<file path="config.mk">
export PLATFORM = sky130hd
export DESIGN_NAME = boot_vector_seq
export DESIGN_NICKNAME = d
export VERILOG_FILES = /design/src/rtl/bvs_pkg.sv /design/src/rtl/bvs_step_timer.sv /design/src/rtl/bvs_step_decode.sv /design/src/rtl/bvs_vector_latch.sv /design/src/rtl/boot_vector_seq.sv
export SDC_FILE = /design/constraint.sdc
export NUM_CORES = 1
export LEC_CHECK = 0
export BUFFER_PORTS_ARGS = -buffer_cell sky130_fd_sc_hd__buf_2
export CORE_MARGIN = 1.5
export CORE_UTILIZATION = 30
export DETAILED_ROUTE_END_ITERATION = 6
export GPL_ROUTABILITY_DRIVEN = 0
export GPL_TIMING_DRIVEN = 0
export PLACE_DENSITY = 0.62
export SLEW_MARGIN = 0
export SYNTH_ARGS = -nofsm -noshare
export SYNTH_HDL_FRONTEND = slang
export SYNTH_SLANG_ARGS = --single-unit
</file>
<file path="constraint.sdc">
create_clock -name clk -period 2.01 [get_ports clk]
set_clock_uncertainty 0.05 [all_clocks]
set_input_delay 0.1005 -clock clk [delete_from_list [all_inputs] [get_ports clk]]
set_output_delay 0.1005 -clock clk [all_outputs]
set_load 0.02 [all_outputs]
</file>
<file path="src/rtl/bvs_pkg.sv">
// Shared types and schedule step numbers for the boot vector sequencer.
// Assumes the fixed steps all complete before the fetch cycle.
package bvs_pkg;

    // Register targets on the write port; the values are visible at the port.
    typedef enum logic [2:0] {
        RF_ST  = 3'd0,
        RF_SP  = 3'd1,
        RF_A   = 3'd2,
        RF_B   = 3'd3,
        RF_PCL = 3'd4,
        RF_PCH = 3'd5
    } rf_sel_e;

    // Source of the register write data.
    typedef enum logic [1:0] {
        WSRC_ZERO = 2'd0,
        WSRC_ST   = 2'd1,
        WSRC_SP   = 2'd2,
        WSRC_MEM  = 2'd3
    } wsrc_e;

    // Source of the memory address.
    typedef enum logic [1:0] {
        ASEL_VLO = 2'd0,
        ASEL_VHI = 2'd1,
        ASEL_PC  = 2'd2
    } asel_e;

    // Per-cycle control word produced by the step decoder.
    typedef struct packed {
        logic    rf_we;
        rf_sel_e rf_sel;
        wsrc_e   wsrc;
        logic    rd;
        asel_e   asel;
        logic    cap_lo;
        logic    cap_hi;
        logic    fetch;
    } step_ctl_t;

    // Cycle numbers of the fixed steps after reset release.
    localparam int STEP_ST     = 1;
    localparam int STEP_SP     = 2;
    localparam int STEP_A      = 3;
    localparam int STEP_B      = 4;
    localparam int STEP_RD_LO  = 5;
    localparam int STEP_CAP_LO = 6;
    localparam int STEP_RD_HI  = 7;
    localparam int STEP_CAP_HI = 8;
    localparam int STEP_LAST   = STEP_CAP_HI;

endpackage

</file>
<file path="src/rtl/bvs_step_timer.sv">
// Cycle counter for the boot schedule. It holds zero while reset is asserted,
// counts one per clock after release and stops one past the fetch cycle.
// Assumes START_CYCLES exceeds the last fixed step.
module bvs_step_timer #(
    parameter int START_CYCLES = 20,
    parameter int CNT_W        = $clog2(START_CYCLES + 2)
) (
    input  logic             clk,
    input  logic             rst_n,
    output logic [CNT_W-1:0] cnt
);
    localparam logic [CNT_W-1:0] DONE_VAL = CNT_W'(START_CYCLES + 1);

    // Advance the step count until the terminal value is reached.
    always_ff @(posedge clk) begin
        if (!rst_n) begin
            cnt <= '0;
        end else if (cnt != DONE_VAL) begin
            cnt <= cnt + 1'b1;
        end
    end

    // a fresh release always starts from step zero.
    p_release_from_zero_r8: assert property (@(posedge clk) disable iff (!rst_n)
        $rose(rst_n) |-> (cnt == '0));

    // once terminal, the count never moves again without a reset.
    p_hold_terminal_r7: assert property (@(posedge clk) disable iff (!rst_n)
        (cnt == DONE_VAL) |=> (cnt == DONE_VAL));

endmodule

</file>
<file path="src/rtl/bvs_step_decode.sv">
// Decodes the step count into the control word for one cycle.
// Purely combinational; assumes START_CYCLES lies beyond STEP_LAST.
module bvs_step_decode
    import bvs_pkg::*;
#(
    parameter int START_CYCLES = 20,
    parameter int CNT_W        = $clog2(START_CYCLES + 2)
) (
    input  logic [CNT_W-1:0] cnt,
    output step_ctl_t        ctl
);
    // Select the actions of the current step.
    always_comb begin
        ctl        = '0;
        ctl.rf_sel = RF_ST;
        ctl.wsrc   = WSRC_ZERO;
        ctl.asel   = ASEL_VLO;
        if (cnt == CNT_W'(STEP_ST)) begin
            ctl.rf_we  = 1'b1;
            ctl.rf_sel = RF_ST;
            ctl.wsrc   = WSRC_ST;
        end else if (cnt == CNT_W'(STEP_SP)) begin
            ctl.rf_we  = 1'b1;
            ctl.rf_sel = RF_SP;
            ctl.wsrc   = WSRC_SP;
        end else if (cnt == CNT_W'(STEP_A)) begin
            ctl.rf_we  = 1'b1;
            ctl.rf_sel = RF_A;
        end else if (cnt == CNT_W'(STEP_B)) begin
            ctl.rf_we  = 1'b1;
            ctl.rf_sel = RF_B;
        end else if (cnt == CNT_W'(STEP_RD_LO)) begin
            ctl.rd   = 1'b1;
            ctl.asel = ASEL_VLO;
        end else if (cnt == CNT_W'(STEP_CAP_LO)) begin
            ctl.rf_we  = 1'b1;
            ctl.rf_sel = RF_PCL;
            ctl.wsrc   = WSRC_MEM;
            ctl.cap_lo = 1'b1;
        end else if (cnt == CNT_W'(STEP_RD_HI)) begin
            ctl.rd   = 1'b1;
            ctl.asel = ASEL_VHI;
        end else if (cnt == CNT_W'(STEP_CAP_HI)) begin
            ctl.rf_we  = 1'b1;
            ctl.rf_sel = RF_PCH;
            ctl.wsrc   = WSRC_MEM;
            ctl.cap_hi = 1'b1;
        end else if (cnt == CNT_W'(START_CYCLES)) begin
            ctl.rd    = 1'b1;
            ctl.asel  = ASEL_PC;
            ctl.fetch = 1'b1;
        end
    end

endmodule

</file>
<file path="src/rtl/bvs_vector_latch.sv">
// Holds the two program counter bytes taken from the memory return data.
// Assumes at most one capture strobe per cycle.
module bvs_vector_latch #(
    parameter int DATA_W = 8,
    parameter int PC_W   = 2 * DATA_W
) (
    input  logic              clk,
    input  logic              rst_n,
    input  logic              cap_lo,
    input  logic              cap_hi,
    input  logic [DATA_W-1:0] rdata,
    output logic [PC_W-1:0]   pc
);
    localparam int LANES = PC_W / DATA_W;

    logic [LANES-1:0] cap;
    assign cap = {cap_hi, cap_lo};

    for (genvar g = 0; g < LANES; g++) begin : g_lane
        logic [DATA_W-1:0] lane_q;

        // Take this byte lane on its capture strobe.
        always_ff @(posedge clk) begin
            if (!rst_n) begin
                lane_q <= '0;
            end else if (cap[g]) begin
                lane_q <= rdata;
            end
        end

        assign pc[g*DATA_W +: DATA_W] = lane_q;
    end

    // the two capture strobes never coincide.
    p_cap_exclusive_r5: assert property (@(posedge clk) disable iff (!rst_n)
        !(cap_lo && cap_hi));

endmodule

</file>
<file path="src/rtl/boot_vector_seq.sv">
// Top of the boot vector sequencer. It runs the fixed post-reset schedule:
// register initial values, two vector byte reads and the first opcode fetch.
// Assumes memory read data arrives one cycle after the read strobe and
// that ADDR_W equals twice DATA_W.
module boot_vector_seq
    import bvs_pkg::*;
#(
    parameter int ADDR_W       = 16,
    parameter int DATA_W       = 8,
    parameter int START_CYCLES = 20,
    parameter int VEC_LO_ADDR  = 'h07FF,
    parameter int VEC_HI_ADDR  = 'h07FE,
    parameter int ST_INIT      = 'h00,
    parameter int SP_INIT      = 'h01
) (
    input  logic              clk,
    input  logic              rst_n,
    output logic              mem_rd,
    output logic [ADDR_W-1:0] mem_addr,
    input  logic [DATA_W-1:0] mem_rdata,
    output logic              rf_we,
    output logic [2:0]        rf_sel,
    output logic [DATA_W-1:0] rf_wdata,
    output logic              fetch_start
);
    localparam int CNT_W = $clog2(START_CYCLES + 2);
    localparam int PC_W  = 2 * DATA_W;

    logic [CNT_W-1:0] cnt;
    step_ctl_t        ctl;
    logic [PC_W-1:0]  pc_q;

    bvs_step_timer #(
        .START_CYCLES(START_CYCLES),
        .CNT_W       (CNT_W)
    ) u_timer (
        .clk  (clk),
        .rst_n(rst_n),
        .cnt  (cnt)
    );

    bvs_step_decode #(
        .START_CYCLES(START_CYCLES),
        .CNT_W       (CNT_W)
    ) u_decode (
        .cnt(cnt),
        .ctl(ctl)
    );

    bvs_vector_latch #(
        .DATA_W(DATA_W),
        .PC_W  (PC_W)
    ) u_latch (
        .clk   (clk),
        .rst_n (rst_n),
        .cap_lo(ctl.cap_lo),
        .cap_hi(ctl.cap_hi),
        .rdata (mem_rdata),
        .pc    (pc_q)
    );

    // Drive the read strobe and pick the address for this step.
    always_comb begin
        mem_rd   = ctl.rd;
        mem_addr = '0;
        if (ctl.rd) begin
            case (ctl.asel)
                ASEL_VLO: mem_addr = ADDR_W'(VEC_LO_ADDR);
                ASEL_VHI: mem_addr = ADDR_W'(VEC_HI_ADDR);
                default:  mem_addr = ADDR_W'(pc_q);
            endcase
        end
    end

    // Drive the register write port from the control word.
    always_comb begin
        rf_we  = ctl.rf_we;
        rf_sel = ctl.rf_sel;
        case (ctl.wsrc)
            WSRC_ST:  rf_wdata = DATA_W'(ST_INIT);
            WSRC_SP:  rf_wdata = DATA_W'(SP_INIT);
            WSRC_MEM: rf_wdata = mem_rdata;
            default:  rf_wdata = '0;
        endcase
    end

    assign fetch_start = ctl.fetch;

    // the first cycle after release still shows the idle outputs of reset.
    p_idle_at_release_r1: assert property (@(posedge clk) disable iff (!rst_n)
        $rose(rst_n) |-> (!mem_rd && !rf_we && !fetch_start));

    // the stack pointer write comes right after the status write.
    p_sp_after_st_r2: assert property (@(posedge clk) disable iff (!rst_n)
        (rf_we && rf_sel == 3'(RF_SP)) |-> $past(rf_we && rf_sel == 3'(RF_ST)));

    // a PC low byte write is always the cycle after the low vector read.
    p_pcl_after_read_r4: assert property (@(posedge clk) disable iff (!rst_n)
        (rf_we && rf_sel == 3'(RF_PCL)) |->
            $past(mem_rd && mem_addr == ADDR_W'(VEC_LO_ADDR)));

    // the high byte is written two cycles after the low byte.
    p_pch_after_pcl_r5: assert property (@(posedge clk) disable iff (!rst_n)
        (rf_we && rf_sel == 3'(RF_PCH)) |-> $past(rf_we && rf_sel == 3'(RF_PCL), 2));

    // the fetch marker is a one-cycle pulse carrying a read.
    p_fetch_single_r6: assert property (@(posedge clk) disable iff (!rst_n)
        fetch_start |-> mem_rd ##1 !fetch_start);

    // nothing is driven after the fetch cycle.
    p_quiet_after_fetch_r7: assert property (@(posedge clk) disable iff (!rst_n)
        fetch_start |=> (!mem_rd && !rf_we && !fetch_start));

endmodule

</file>
==> impl_metrics.yaml <==
cells_and_area:
  fill_cells: 429
  finish.instance_area_mm2: 0.001893
  n_antenna_cell: 0
  layout-drive-gt1-share_pct: 39.91
  layout_common_cells: "32 x buf_2, 27 x nand2_1, 18 x dfxtp_1"
  area_growth_pct: 39.58
  finalNetCount: 228
  layout_commonest_cell: "buf_2"
run_status:
  failed_checks: "setup timing"
  status: "finished with violations"
min_path:
  hold-path-cell-count: 3
  min_to: "u_latch.g_lane[0].lane_q[2]$_SDFFE_PN0P_"
  hp-class: "in -> reg"
  holdCritStartpoint: "mem_rdata[2]"
timing:
  relSlewSlack_pct: 68.09
  slew_viol_final: 0
  timing.final.ws_setup_ns: -0.06318
  finalSetupViolations: 1
  worst_pin_slew_ns: 0.4787
  min_period_over_period_pct: 103.1
  fmaxAchievable_ghz: 0.4824
  layout_min_cycle_time_ns: 2.073
  hold_viol: 0
  final.setup.tns_ns: -0.06318
  rsz0062_at_grt: "yes"
logic_synthesis:
  synth_warnings: 0
  ys_types: 37
  synth_seq_cells: 21
  synth_edf_count: 0
  synth_flop_cell: "dfxtp_1"
  synth_cells: 165
  synth-async-reset-ratio_pct: 0
  ys_seq_area_share_pct: 31.00
  synth_area_mm2: 0.001356
  synth.avg_cell_area_um2: 8.220
  synth_nets: 179
placement:
  dp_hpwl_mm: 2.444
  io_buffers: 38
  place_area_mm2: 0.001612
floorplanning:
  dieArea_mm2: 0.004934
  dieHeight_um: 70.24
  start_util_pct: 31.15
  rows: 24
  ios: 40
  coreArea_mm2: 0.004354
  die_w_um: 70.24
worst_setup_path:
  cp-start-kind: "flop"
  crit_path_top_delay_cell: "dfxtp_4"
  critical_path.reg2reg.startpoint: "u_timer.cnt[0]$_SDFFE_PN0P_"
  r2r-end: "u_latch.g_lane[0].lane_q[5]$_SDFFE_PN0P_"
  startpoint: "u_timer.cnt[0]$_SDFFE_PN0P_"
  rrSetupSlack_ns: 0.29
  worstSetupPathType: "reg -> out"
  reg2reg_depth: 7
  crit_fanout: 10
  critical-path-top-delay-family: "compound AO/OA/AOI/OAI gates"
  cpPeakStageDelay_ns: 0.38
  required_ns: 1.86
  cp-end-kind: "output port"
  cp_data_arrival_time_ns: 1.92
  crit_buf_inv: 3
  worstPathCellList: "buf_12 > ha_4 > nand4bb_1 > a21o_1 > buf_6 > a2bb2o_1 > buf_4"
pwr:
  p_total_uw: 994.3
  power_leakage_nw: 0.7945
  power_density_mw_per_mm2: 525.3
  max-vdd-ir-drop_mv: 0.2410
clocking:
  cts_buffer_depth: 2
  cts-root-buf: "clkbuf_8"
  hold_buffers: 0
  cts_buffers: 3
  cts_sinks: 21
  cts_tree: "done"
  path_clk_slew_ns: 0.09
  clkLatencyLatePin_ns: 0.27
  htree_levels: 1
global_routing:
  overflow: 0
  grt_util_all_layers_pct: 15.30
  antenna_found_initial: 0
  grt_pass1_vias: 1188
  grt_max_degree: 14
  grt_pass1_wl_mm: 5.927
job:
  maxCapViolCount: 0
route:
  routed_via_density: 4.921
  wl_per_cell_um: 14.86
  drtIter0Drc: 69
  drt-total-wl_mm: 3.938
  drc: 0
  dr.pass1.iters: 4
  antenna_left: 0
  num_vias: 1304
[flip-flops by register name, indices dropped and copies added, names as in the netlist]
name,count
u_latch.g_lane.lane_q,16
u_timer.cnt,5
[where the power goes]
group / leakage, nW / internal, mW / switching (mW)
logic: 0.601 / 0.121 / 0.143
clock network: 0.0217 / 0.141 / 0.158
registers: 0.171 / 0.423 / 0.00986
total: 0.795 / 0.684 / 0.311
[synthesized netlist by cell type (2+ instances only)]
| master | n | area (µm²) |
|---|---|---|
| a21oi_1 | 12 | 60.06 |
| and2_1 | 4 | 25.02 |
| and3_1 | 6 | 37.54 |
| buf_2 | 6 | 30.03 |
| buf_4 | 2 | 15.01 |
| buf_6 | 2 | 22.52 |
| clkbuf_1 | 4 | 15.01 |
| dfxtp_1 | 21 | 420.4 |
| ha_1 | 4 | 50.05 |
| inv_1 | 9 | 33.78 |
| mux2i_1 | 17 | 170.2 |
| nand2_1 | 27 | 101.4 |
| nand2b_1 | 2 | 12.51 |
| nand3_1 | 2 | 10.01 |
| nor2_1 | 5 | 18.77 |
| nor2b_1 | 11 | 68.82 |
| nor3_1 | 7 | 35.03 |
| o31ai_1 | 2 | 15.01 |
| xnor2_1 | 4 | 35.03 |
[cell type report]
| type | instances | area, µm² | share of cell area (%) |
|---|---|---|---|
| multi-input cells | 122 | 944.7 | 49.90 |
| flip-flops and latches | 21 | 429.2 | 22.67 |
| repair buffers | 45 | 276.5 | 14.61 |
| plain buffers | 12 | 87.58 | 4.627 |
| well taps | 52 | 65.06 | 3.437 |
| clock buffers | 3 | 41.29 | 2.181 |
| inverters | 9 | 41.29 | 2.181 |
| clock inverters | 1 | 7.507 | 0.3966 |
[metal layers]
layer,vias to the layer above,wire length [µm],track usage (%)
li1,659,-,-
met1,608,1766,20.12
met2,28,1930,24.95
met3,9,143,2.165
met4,0,99,6.410
met5,-,0,0
[metrics by stage]
stage                     utilization, %  setup slack, ns  instances  hold slack (ns)
after floorplan                        -           0.1225        165           0.1926
after global placement             37.01         -0.05682        255           0.3249
after detailed placement           37.01         -0.05968        255           0.3304
after CTS                          41.03         -0.01333        263          0.03454
after global routing               43.48         -0.09863        265          0.06145
final                              43.48         -0.06318        265          0.04008
[worst reg2reg max path, cell delays in order (launching register included)]
cell and delay (ns):
dfxtp_4 0.40, inv_6 0.05, ha_4 0.18, mux2i_4 0.29, buf_4 0.17, o311a_1 0.18
buf_6 0.17, mux2i_1 0.18
[cells by family (layout without fill, tap and decap cells)]
family | count (synthesis) | count (layout) | synth area share, %
buffers and inverters | 23 | 70 | 8.578
XOR/XNOR | 4 | 4 | 2.583
adder cells (fa/ha/maj) | 4 | 4 | 3.690
flip-flops | 21 | 21 | 31.00
AND/OR/NAND/NOR | 74 | 74 | 29.24
AO/OA/AOI/OAI | 21 | 22 | 11.35
multiplexers | 18 | 18 | 13.56
[timing repair]
action / in CTS / in global routing
endpoints found under the setup margin: 29 / 21
setup buffers: 4 / 3
endpoints found under the hold margin: 0 / 0
resized for setup: 26 / 20
gates cloned: 1 / 0
pin swaps: 2 / 6
[worst max-delay path by stage]
stage | cells after the start | end
2_1_floorplan | 4 | rf_sel[0]
3_3_place_gp | 9 | mem_addr[9]
3_5_place_dp | 9 | mem_addr[9]
4_1_cts | 5 | rf_sel[0]
5_1_grt | 7 | rf_wdata[0]
6_report | 7 | rf_wdata[0]
Power figures use the tool's default switching activity.
